<file path="src/rtl/pcm_fill_pkg.sv">
// Shared types for the PCM fill sequencer.
package pcm_fill_pkg;
    // Which fill length to load when the sample counter is armed.
    typedef enum logic {
        FILL_SHORT = 1'b0,
        FILL_LONG  = 1'b1
    } fill_len_e;
endpackage

</file>
<file path="src/rtl/pcm_fill_counter.sv">
// Sample fill counter: when armed, it holds a request open until the selected
// number of samples has been accepted. It then flags the buffer as full until
// the fill is consumed.
// Assumes: REFILL <= FIRST_FILL; arm_i is only pulsed while no fill is active.
module pcm_fill_counter
    import pcm_fill_pkg::*;
#(
    parameter int FIRST_FILL = 2048,
    parameter int REFILL     = 1024
) (
    input  logic      clk,
    input  logic      rst_n,
    input  logic      arm_i,
    input  fill_len_e len_i,
    input  logic      wr_i,
    input  logic      consume_i,
    output logic      req_o,
    output logic      full_o
);
    localparam int CNT_W = $clog2(FIRST_FILL + 1);
    localparam logic [CNT_W-1:0] LONG_LEN  = CNT_W'(FIRST_FILL);
    localparam logic [CNT_W-1:0] SHORT_LEN = CNT_W'(REFILL);

    logic [CNT_W-1:0] remain_q;
    logic             full_q;
    logic             accept;

    // A write counts only while samples are still owed.
    assign accept = (remain_q != '0) && wr_i;

    // Remaining-sample counter: loaded on arm, decremented per accepted write.
    always_ff @(posedge clk) begin
        if (!rst_n) begin
            remain_q <= '0;
        end else if (arm_i) begin
            remain_q <= (len_i == FILL_LONG) ? LONG_LEN : SHORT_LEN;
        end else if (accept) begin
            remain_q <= remain_q - CNT_W'(1);
        end
    end

    // Buffer-full flag: set by the last sample, cleared when the stage consumes it.
    always_ff @(posedge clk) begin
        if (!rst_n) begin
            full_q <= 1'b0;
        end else if (arm_i) begin
            full_q <= 1'b0;
        end else if (accept && (remain_q == CNT_W'(1))) begin
            full_q <= 1'b1;
        end else if (consume_i) begin
            full_q <= 1'b0;
        end
    end

    assign req_o  = (remain_q != '0);
    assign full_o = full_q;
endmodule

</file>
<file path="src/rtl/pcm_stage_tracker.sv">
// Stage handshake tracker: turns a launch decision into a registered one-cycle
// start pulse, holds a busy flag until the engine's done, and flags the
// accepted completion.
// Assumes: launch_i is only raised while busy_o is low; done_i only while busy.
module pcm_stage_tracker (
    input  logic clk,
    input  logic rst_n,
    input  logic clear_i,
    input  logic launch_i,
    input  logic done_i,
    output logic start_o,
    output logic busy_o,
    output logic fin_o
);
    logic start_q;
    logic busy_q;

    // Start pulse register: one cycle per launch.
    always_ff @(posedge clk) begin
        if (!rst_n) begin
            start_q <= 1'b0;
        end else begin
            start_q <= launch_i && !busy_q;
        end
    end

    // Busy flag: set at launch, dropped when the engine reports completion.
    always_ff @(posedge clk) begin
        if (!rst_n || clear_i) begin
            busy_q <= 1'b0;
        end else if (launch_i) begin
            busy_q <= 1'b1;
        end else if (done_i) begin
            busy_q <= 1'b0;
        end
    end

    assign start_o = start_q;
    assign busy_o  = busy_q;
    assign fin_o   = busy_q && done_i;
endmodule

</file>
<file path="src/rtl/pcm_fill_seq.sv">
// PCM frame fill sequencer (top): runs a stream of N real frames plus one
// zero flush frame through a two-stage encoder. Job 0 gets a double-sized
// fill. Each release by the first stage triggers the fill for the next job,
// up to job N. The first stage starts a job once its fill is done and the
// previous first-stage result has been handed to the second stage.
// Assumes: frame_cnt_i >= 1; engines follow a start/done protocol with one
// release per first-stage job.
module pcm_fill_seq
    import pcm_fill_pkg::*;
#(
    parameter int FIRST_FILL = 2048,
    parameter int REFILL     = 1024,
    parameter int FRAME_W    = 8
) (
    input  logic               clk,
    input  logic               rst_n,
    input  logic               start_i,
    input  logic [FRAME_W-1:0] frame_cnt_i,
    output logic               dma_req_o,
    input  logic               sample_wr_i,
    output logic               zero_frame_o,
    output logic               s1_start_o,
    input  logic               s1_release_i,
    input  logic               s1_done_i,
    output logic               s2_start_o,
    input  logic               s2_done_i,
    output logic               done_o
);
    localparam int JOB_W = FRAME_W + 1;
    localparam logic [JOB_W-1:0] JOB_ONE = JOB_W'(1);

    logic             run_q;
    logic             done_q;
    logic             s2_pend_q;
    logic             rel_seen_q;
    logic [JOB_W-1:0] last_job_q;
    logic [JOB_W-1:0] s1_next_q;
    logic [JOB_W-1:0] fill_job_q;
    logic [JOB_W-1:0] s2_fin_cnt_q;

    logic             fill_req;
    logic             fill_full;
    logic             s1_busy;
    logic             s2_busy;
    logic             s1_fin;
    logic             s2_fin;
    logic             start_go;
    logic             refill_go;
    logic             s1_launch;
    logic             s2_launch;
    logic             arm;
    fill_len_e        arm_len;

    // Decisions for this cycle, all taken from registered state.
    always_comb begin
        start_go  = start_i && !run_q;
        refill_go = run_q && s1_busy && s1_release_i && !rel_seen_q
                    && (s1_next_q <= last_job_q);
        s1_launch = run_q && fill_full && !s1_busy && !s2_pend_q
                    && (s1_next_q <= last_job_q);
        s2_launch = run_q && s2_pend_q && !s2_busy;
        arm       = start_go || refill_go;
        arm_len   = start_go ? FILL_LONG : FILL_SHORT;
    end

    pcm_fill_counter #(
        .FIRST_FILL (FIRST_FILL),
        .REFILL     (REFILL)
    ) i_fill (
        .clk       (clk),
        .rst_n     (rst_n),
        .arm_i     (arm),
        .len_i     (arm_len),
        .wr_i      (sample_wr_i),
        .consume_i (s1_launch),
        .req_o     (fill_req),
        .full_o    (fill_full)
    );

    pcm_stage_tracker i_stage1 (
        .clk      (clk),
        .rst_n    (rst_n),
        .clear_i  (start_go),
        .launch_i (s1_launch),
        .done_i   (s1_done_i),
        .start_o  (s1_start_o),
        .busy_o   (s1_busy),
        .fin_o    (s1_fin)
    );

    pcm_stage_tracker i_stage2 (
        .clk      (clk),
        .rst_n    (rst_n),
        .clear_i  (start_go),
        .launch_i (s2_launch),
        .done_i   (s2_done_i),
        .start_o  (s2_start_o),
        .busy_o   (s2_busy),
        .fin_o    (s2_fin)
    );

    // Stream state: running flag, latched last job index, drained flag.
    always_ff @(posedge clk) begin
        if (!rst_n) begin
            run_q      <= 1'b0;
            done_q     <= 1'b0;
            last_job_q <= '0;
        end else if (start_go) begin
            run_q      <= 1'b1;
            done_q     <= 1'b0;
            last_job_q <= {1'b0, frame_cnt_i};
        end else if (s2_fin && (s2_fin_cnt_q == last_job_q)) begin
            run_q      <= 1'b0;
            done_q     <= 1'b1;
        end
    end

    // First-stage job index and the one-release-per-job guard.
    always_ff @(posedge clk) begin
        if (!rst_n || start_go) begin
            s1_next_q  <= '0;
            rel_seen_q <= 1'b0;
        end else if (s1_launch) begin
            s1_next_q  <= s1_next_q + JOB_ONE;
            rel_seen_q <= 1'b0;
        end else if (s1_busy && s1_release_i) begin
            rel_seen_q <= 1'b1;
        end
    end

    // Job index of the fill in flight, used to mark the flush frame.
    always_ff @(posedge clk) begin
        if (!rst_n || start_go) begin
            fill_job_q <= '0;
        end else if (refill_go) begin
            fill_job_q <= s1_next_q;
        end
    end

    // Single-entry handoff between the stages.
    always_ff @(posedge clk) begin
        if (!rst_n || start_go) begin
            s2_pend_q <= 1'b0;
        end else if (s1_fin) begin
            s2_pend_q <= 1'b1;
        end else if (s2_launch) begin
            s2_pend_q <= 1'b0;
        end
    end

    // Count of second-stage completions within the stream.
    always_ff @(posedge clk) begin
        if (!rst_n || start_go) begin
            s2_fin_cnt_q <= '0;
        end else if (s2_fin) begin
            s2_fin_cnt_q <= s2_fin_cnt_q + JOB_ONE;
        end
    end

    assign dma_req_o    = fill_req;
    assign zero_frame_o = fill_req && (fill_job_q == last_job_q);
    assign done_o       = done_q;
endmodule

</file>
<file path="config.mk">
export PLATFORM = sky130hd
export DESIGN_NAME = pcm_fill_seq
export DESIGN_NICKNAME = d
export VERILOG_FILES = /design/src/rtl/pcm_fill_pkg.sv /design/src/rtl/pcm_fill_counter.sv /design/src/rtl/pcm_stage_tracker.sv /design/src/rtl/pcm_fill_seq.sv
export SDC_FILE = /design/constraint.sdc
export NUM_CORES = 1
export LEC_CHECK = 0
export CAP_MARGIN = 10
export CORE_MARGIN = 1.5
export CORE_UTILIZATION = 55
export CTS_BUF_LIST = sky130_fd_sc_hd__clkbuf_16
export DETAILED_ROUTE_END_ITERATION = 12
export DONT_BUFFER_PORTS = 1
export PLACE_DENSITY = 0.73
export SETUP_SLACK_MARGIN = 0.1
export SLEW_MARGIN = 20
export SYNTH_ARGS = -nofsm -noshare
export SYNTH_HDL_FRONTEND = slang
export SYNTH_HIERARCHICAL = 1
export SYNTH_SLANG_ARGS = --single-unit
export TNS_END_PERCENT = 5
</file>
<file path="constraint.sdc">
create_clock -name clk -period 3.1 [get_ports clk]
set_input_delay 0.155 -clock clk [delete_from_list [all_inputs] [get_ports clk]]
set_output_delay 0.155 -clock clk [all_outputs]
set_load 0.02 [all_outputs]
</file>
==> flow_metrics.py, run 1 <==
metrics = {
    "worst_setup_path": {
        "cp.arrival_ns": 3.00,
        "cp_common_cell": "inv_1",
        "startpoint_type": "flip-flop",
        "crit_required_ns": 3.28,
        "slowest_delay_ns": 0.55,
        "crit_path_max_fanout": 6,
        "critPathCaptureType": "flip-flop",
        "crit_path_cell_trace": "inv_1 -> ha_1 -> and4b_1 -> a2111oi_2 -> a211oi_1 -> or4b_1 -> nand2_1 -> inv_1 -> nand2_2 -> nor2_1 -> mux2_2",
        "cp_top_family": "simple AND/OR/NAND/NOR gates",
        "critical_path_class": "reg -> reg",
        "cp_slowest_cell": "or4b_1",
        "crit_buf_inv": 2,
    },
    "finish": {
        "area_growth_syn_to_layout_pct": 10.8,
        "most-common-layout-cells": "56 x dfxtp_1, 49 x nand2_1, 31 x nor2_1",
        "n_antenna_cell": 0,
        "fin_util": 0.626,
        "nets": 364,
        "fillers": 434,
        "mostFrequentLayoutCell": "dfxtp_1",
        "drive_gt1_frac": 0.0682,
    },
    "synth": {
        "postSynth.asyncResetShare": 0,
        "synth_top_cell_by_area": "dfxtp_1",
        "ys_seq_area_frac": 0.393,
        "ys.flop_type": "dfxtp_1",
        "synth_top_area_frac": 0.393,
        "synth_edf_count": 0,
        "synth_nets": 358,
        "syn_avg_cell_area_um2": 8.64,
        "ys_ff_latch": 56,
        "netlist_area_um2": 2850,
        "postSynthCellCount": 330,
        "synth_cell_types": 48,
        "synth.area.top_cells": "dfxtp_1 39%, nand2_1 6.6%, ha_1 5.7%",
        "yosys_warnings": 6,
    },
    "route": {
        "route.vias.total": 2205,
        "drt-initial-drc-count": 90,
        "drc_errors": 0,
        "viasPerCell": 5.42,
        "wirelength_um": 5600,
        "drtAntennaViolNets": 0,
        "drt-wirelength-per-cell_um": 13.8,
        "first_pass_iters": 4,
    },
    "power": {
        "p_sw_frac": 0.294,
        "internal_power_mw": 1.34,
        "combinationalPowerShare": 0.230,
        "p_total_mw": 1.89,
        "power_frac_clock": 0.341,
        "ir_drop_mv": 0.483,
        "switchingPower_mw": 0.557,
        "powerDensity_nw_per_um2": 600,
        "p_seq_frac": 0.430,
        "power.leakage_nw": 1.28,
    },
    "global_routing": {
        "grt_max_degree": 25,
        "grt_pass1_vias": 2140,
        "antenna_found_initial": 0,
        "track_usage": 0.227,
        "grt_pass1_wl_um": 9650,
        "overflow": 0,
    },
    "job": {
        "drv_cap": 0,
    },
    "timing": {
        "slew_headroom": 0.493,
        "final_hold_viol_count": 0,
        "hold_ws_ns": 0.00222,
        "fin_worst_skew_ns": 0.00707,
        "slew_violations": 0,
        "min_period_ns": 2.81,
        "worst_slew_pin_slew_ns": 0.761,
        "post-route-period-util": 0.908,
        "setup_viol": 0,
        "setup_tns_ns": 0,
        "rsz0062_at_grt": "false",
        "fmax_mhz": 355,
    },
    "placement": {
        "place.gp.congestion": 0.797,
        "hpwl_um": 4160,
        "portBuffers": 0,
    },
    "floorplanning": {
        "io_pins": 20,
        "start_util": 0.566,
        "die_w_um": 75.0,
        "core_area_um2": 5040,
        "die_h_um": 75.0,
        "row_count": 26,
        "die_area_um2": 5630,
    },
    "clocking": {
        "postCtsSetupBuffers": 0,
        "tritoncts": "done",
        "clk_pin_slew_ns": 0.07,
        "insertion_delay_ns": 0.29,
        "clkSinkCount": 56,
        "cts_buffer_depth": 2,
        "cts-root-buf": "clkbuf_16",
        "htreeDepth": 2,
        "cts_buffers": 5,
    },
    "run_status": {
        "status": "finished clean",
    },
    "min_path": {
        "hp-class": "in -> reg",
    },
}
[power by group through the flow]
| stage | combinational [mW] | sequential [mW] | clock, mW |
|---|---|---|---|
| 2_1_floorplan | 0.348 | 0.817 | 0 |
| 3_3_place_gp | 0.419 | 0.828 | 0 |
| 3_5_place_dp | 0.424 | 0.830 | 0 |
| 4_1_cts | 0.433 | 0.813 | 0.658 |
| 5_1_grt | 0.494 | 0.822 | 0.682 |
| 6_report | 0.435 | 0.813 | 0.645 |
[registers in the layout (all words and copies together) (netlist names)]
name and count:
done_o 1, fill_job_q 9, i_fill/full_o 1, i_fill/remain_q 12, i_stage1/busy_o 1, i_stage1/start_o 1
i_stage2/busy_o 1, i_stage2/start_o 1, last_job_q 8, rel_seen_q 1, run_q 1, s1_next_q 9
s2_fin_cnt_q 9, s2_pend_q 1
[what timing repair did]
action                                  4_1_cts  5_1_grt
endpoints found under the setup margin        0        2
hold endpoints to repair                      9        1
gates resized for setup                       0        1
hold buffers                                  4        2
[kinds of logic (layout without fill, tap and decap cells)]
| family | count (synthesis) | in the layout | synth area share |
|---|---|---|---|
| xor+xnor | 28 | 28 | 0.0860 |
| mux | 17 | 17 | 0.0601 |
| simple gates | 140 | 140 | 0.245 |
| buf+inv | 33 | 40 | 0.0465 |
| compound gates | 43 | 43 | 0.112 |
| flops | 56 | 56 | 0.393 |
| fa+ha+maj | 13 | 13 | 0.0570 |
[final timing paths]
path | start | end | slack (ns) | cells after the start
setup / recovery | last_job_q[7]$_SDFFE_PN0P_ | i_fill/remain_q[7]$_SDFFE_PN0P_ | 0.29 | 11
hold / removal | frame_cnt_i[0] | last_job_q[0]$_SDFFE_PN0P_ | 0.002 | 2
setup reg to reg | last_job_q[7]$_SDFFE_PN0P_ | i_fill/remain_q[7]$_SDFFE_PN0P_ | 0.29 | 11
hold reg to reg | i_stage2/busy_o$_SDFFE_PP0P_ | i_stage2/start_o$_SDFF_PN0_ | 0.46 | 1
[worst reg2reg max path, cell delays in order (launching register included)]
cell,delay (ns)
dfxtp_1,0.40
inv_1,0.06
ha_1,0.33
and4b_1,0.24
a2111oi_2,0.33
a211oi_1,0.11
or4b_1,0.55
nand2_1,0.15
inv_1,0.09
nand2_2,0.12
nor2_1,0.05
mux2_2,0.26
[final cells by class]
| type | count | area [µm²] | area share |
|---|---|---|---|
| multi-input combinational | 241 | 1600 | 0.507 |
| sequential | 56 | 1120 | 0.355 |
| clock buffer | 5 | 125 | 0.0396 |
| timing repair buffer | 11 | 97.6 | 0.0309 |
| tap | 70 | 87.6 | 0.0277 |
| inverter | 21 | 78.8 | 0.0250 |
| clock inverter | 3 | 47.5 | 0.0151 |
[cell usage after synthesis (5+ instances only)]
cell type / instances
nor4_1: 5
nand4_1: 7
clkbuf_1: 10
ha_1: 13
a21boi_0: 8
nand2b_1: 6
inv_1: 20
xnor2_1: 18
mux2i_1: 16
a21oi_1: 9
dfxtp_1: 56
nand2_1: 50
a211oi_1: 5
nor2_1: 31
xor2_1: 10
nand3_1: 7
[layer usage]
| layer | track usage | wire length [µm] | vias up |
|---|---|---|---|
| met5 | 0 | 0 | - |
| met4 | 0.0848 | 114 | 0 |
| met3 | 0.0549 | 236 | 9 |
| met2 | 0.401 | 2640 | 37 |
| met1 | 0.266 | 2600 | 1009 |
| li1 | - | - | 1150 |
[metrics by stage]
| step | instances | cell area (µm²) | setup slack, ns |
|---|---|---|---|
| after floorplan | 330 | 2850 | 0.137 |
| after global placement | 393 | 2920 | 0.338 |
| after detailed placement | 393 | 2920 | 0.257 |
| after CTS | 405 | 3140 | 0.234 |
| after global routing | 407 | 3160 | 0.106 |
| final | 407 | 3160 | 0.287 |
(Power assumes the default switching activity.)
==> run 2, diff against run 1 <==
Settings changed: PLACE_DENSITY 0.73 to default, PLACE_DENSITY_LB_ADDON from default to 0.12.
Clock period 3.1 ns to 2.4 ns, I/O delays scaled along.
==> run 2 against run 1 <==
  * Clock power increased by 28%
  * Hold slack improved by 0.0032 ns
  * Routed wire length increased by 9.0%
  * Critical endpoint unchanged
  * Largest cell class unchanged
==> flow_metrics.py, run 2 (synthesis results as in run 1) <==
metrics = {
    "finish": {
        "most-common-layout-cells": "53 x dfxtp_1, 48 x nand2_1, 32 x buf_4",
        "fin_util": 0.688,
        "n_antenna_cell": 0,
        "mostFrequentLayoutCell": "dfxtp_1",
        "largest-register": "i_fill/remain_q",
        "drive_gt1_frac": 0.180,
        "area_growth_syn_to_layout_pct": 21.6,
        "largest_reg_flops": 12,
        "nets": 394,
    },
    "timing": {
        "post-route-period-util": 0.972,
        "rsz0062_at_grt": "true",
        "fmax_mhz": 429,
        "min_period_ns": 2.33,
        "hold_ws_ns": 0.00543,
        "slew_violations": 0,
        "final_hold_viol_count": 0,
        "slew_headroom": 0.629,
        "fin_worst_skew_ns": 0.00337,
        "setup_tns_ns": 0,
        "setup_viol": 0,
        "worst_slew_pin_slew_ns": 0.555,
    },
    "min_path": {
        "min_from": "frame_cnt_i[1]",
        "hold_depth": 2,
        "hp-class": "in -> reg",
        "worstHoldEndpoint": "last_job_q[1]$_SDFFE_PN0P_",
    },
    "floorplanning": {
        "die_w_um": 75.0,
        "start_util": 0.566,
        "row_count": 26,
        "die_h_um": 75.0,
        "die_area_um2": 5630,
        "io_pins": 20,
        "core_area_um2": 5040,
    },
    "route": {
        "drc_errors": 0,
        "first_pass_iters": 4,
        "drt-initial-drc-count": 136,
        "viasPerCell": 5.27,
        "drtAntennaViolNets": 0,
        "wirelength_um": 6100,
        "route.vias.total": 2301,
        "drt-wirelength-per-cell_um": 14.0,
    },
    "worst_setup_path": {
        "cp.arrival_ns": 2.52,
        "r2r_setup_slack_ns": 0.07,
        "crit_path_cell_trace": "inv_2 -> ha_4 -> a21o_1 -> a2111oi_4 -> a211oi_2 -> or4b_4 -> nand2_4 -> nor2b_2 -> and2_1 -> mux2_4",
        "crit_path_max_fanout": 3,
        "slowest_delay_ns": 0.51,
        "critPathCaptureType": "flip-flop",
        "startpoint_type": "flip-flop",
        "critical_path_class": "reg -> reg",
        "rr_worst_depth": 10,
        "r2r-start": "last_job_q[6]$_SDFFE_PN0P_",
        "crit_required_ns": 2.58,
        "cp_top_family": "simple AND/OR/NAND/NOR gates",
        "cp_slowest_cell": "or4b_4",
        "crit_buf_inv": 1,
        "timing.rr.end": "i_fill/remain_q[7]$_SDFFE_PN0P_",
    },
    "global_routing": {
        "track_usage": 0.235,
        "grt_pass1_wl_um": 9990,
        "grt_pass1_vias": 2174,
        "grt_max_degree": 18,
        "overflow": 0,
        "antenna_found_initial": 0,
    },
    "clocking": {
        "clkSinkCount": 56,
        "cts-root-buf": "clkbuf_16",
        "insertion_delay_ns": 0.29,
        "cts_buffer_depth": 2,
        "clk_pin_slew_ns": 0.07,
        "tritoncts": "done",
        "htreeDepth": 2,
        "cts_buffers": 5,
    },
    "power": {
        "ir_drop_mv": 0.484,
        "powerDensity_nw_per_um2": 726,
        "power.leakage_nw": 1.44,
    },
    "run_status": {
        "status": "finished clean",
    },
    "placement": {
        "hpwl_um": 4340,
        "place.gp.congestion": 0.881,
        "portBuffers": 0,
    },
    "job": {
        "drv_cap": 0,
    },
}
run 2: changes by cell type in the layout (fill, tap and decap cells not counted), moves of 3 or more:
cell	before	now
inv_2	0	3
dfxtp_1	56	53
dlygate4sd3_1	6	9
inv_1	20	17
dfxtp_2	0	3
buf_4	5	32
run 2: power breakdown:
| group | switching (mW) | leakage, nW | internal [mW] |
|---|---|---|---|
| Combinational | 0.350 | 0.905 | 0.295 |
| Sequential | 0.0600 | 0.455 | 0.985 |
| Clock | 0.337 | 0.0798 | 0.491 |
| Total | 0.747 | 1.44 | 1.77 |
run 2: worst max path at each step:
stage / from / to / slack [ns] / cells past startpoint
after floorplan: last_job_q[6]$_SDFFE_PN0P_ / i_fill/remain_q[7]$_SDFFE_PN0P_ / -0.21 / 13
after global placement: last_job_q[6]$_SDFFE_PN0P_ / i_fill/remain_q[7]$_SDFFE_PN0P_ / -0.06 / 10
after detailed placement: last_job_q[6]$_SDFFE_PN0P_ / i_fill/remain_q[7]$_SDFFE_PN0P_ / -0.11 / 10
after CTS: last_job_q[6]$_SDFFE_PN0P_ / i_fill/remain_q[7]$_SDFFE_PN0P_ / 0.03 / 10
after global routing: last_job_q[6]$_SDFFE_PN0P_ / i_fill/remain_q[7]$_SDFFE_PN0P_ / -0.03 / 11
final: last_job_q[6]$_SDFFE_PN0P_ / i_fill/remain_q[7]$_SDFFE_PN0P_ / 0.07 / 10
run 2: timing repair:
action | CTS | global route
pin swaps | 8 | 1
buffers inserted | 1 | 0
hold buffers | 9 | 0
setup endpoints to repair | 22 | 16
resized for setup | 10 | 3
hold endpoints to repair | 15 | 0
run 2: worst register-to-register path, delay by kind of cell (launching register included):
kind | cells | cell delay (ns)
compound gates | 3 | 0.57
fa+ha+maj | 1 | 0.23
buf+inv | 1 | 0.04
flops | 1 | 0.34
mux | 1 | 0.26
simple gates | 4 | 0.78
run 2: final cells by class:
| class | instances | area (µm²) |
|---|---|---|
| clock buffer | 5 | 125 |
| clock inverter | 3 | 42.5 |
| fill | 404 | 1580 |
| inverter | 21 | 78.8 |
| multi-input combinational | 241 | 1680 |
| sequential | 56 | 1120 |
| tap | 70 | 87.6 |
| timing repair buffer | 41 | 330 |
run 2: through the flow:
stage               power (mW)  setup WS (ns)  area (µm²)  cells
global route              2.66        -0.0341        3470    437
global placement          1.66        -0.0602        3140    419
finish                    2.52         0.0678        3470    437
floorplan                 1.51         -0.210        2890    330
detailed placement        1.67         -0.109        3140    419
CTS                       2.53         0.0301        3460    437
run 2: per-layer routing:
metal  vias to the layer above  wire, µm  global-route usage
li1                       1209         -                   -
met1                      1051      2740               0.284
met3                        13       163              0.0442
met4                         0       131              0.0808
met2                        28      3070               0.416
met5                         -         0                   0
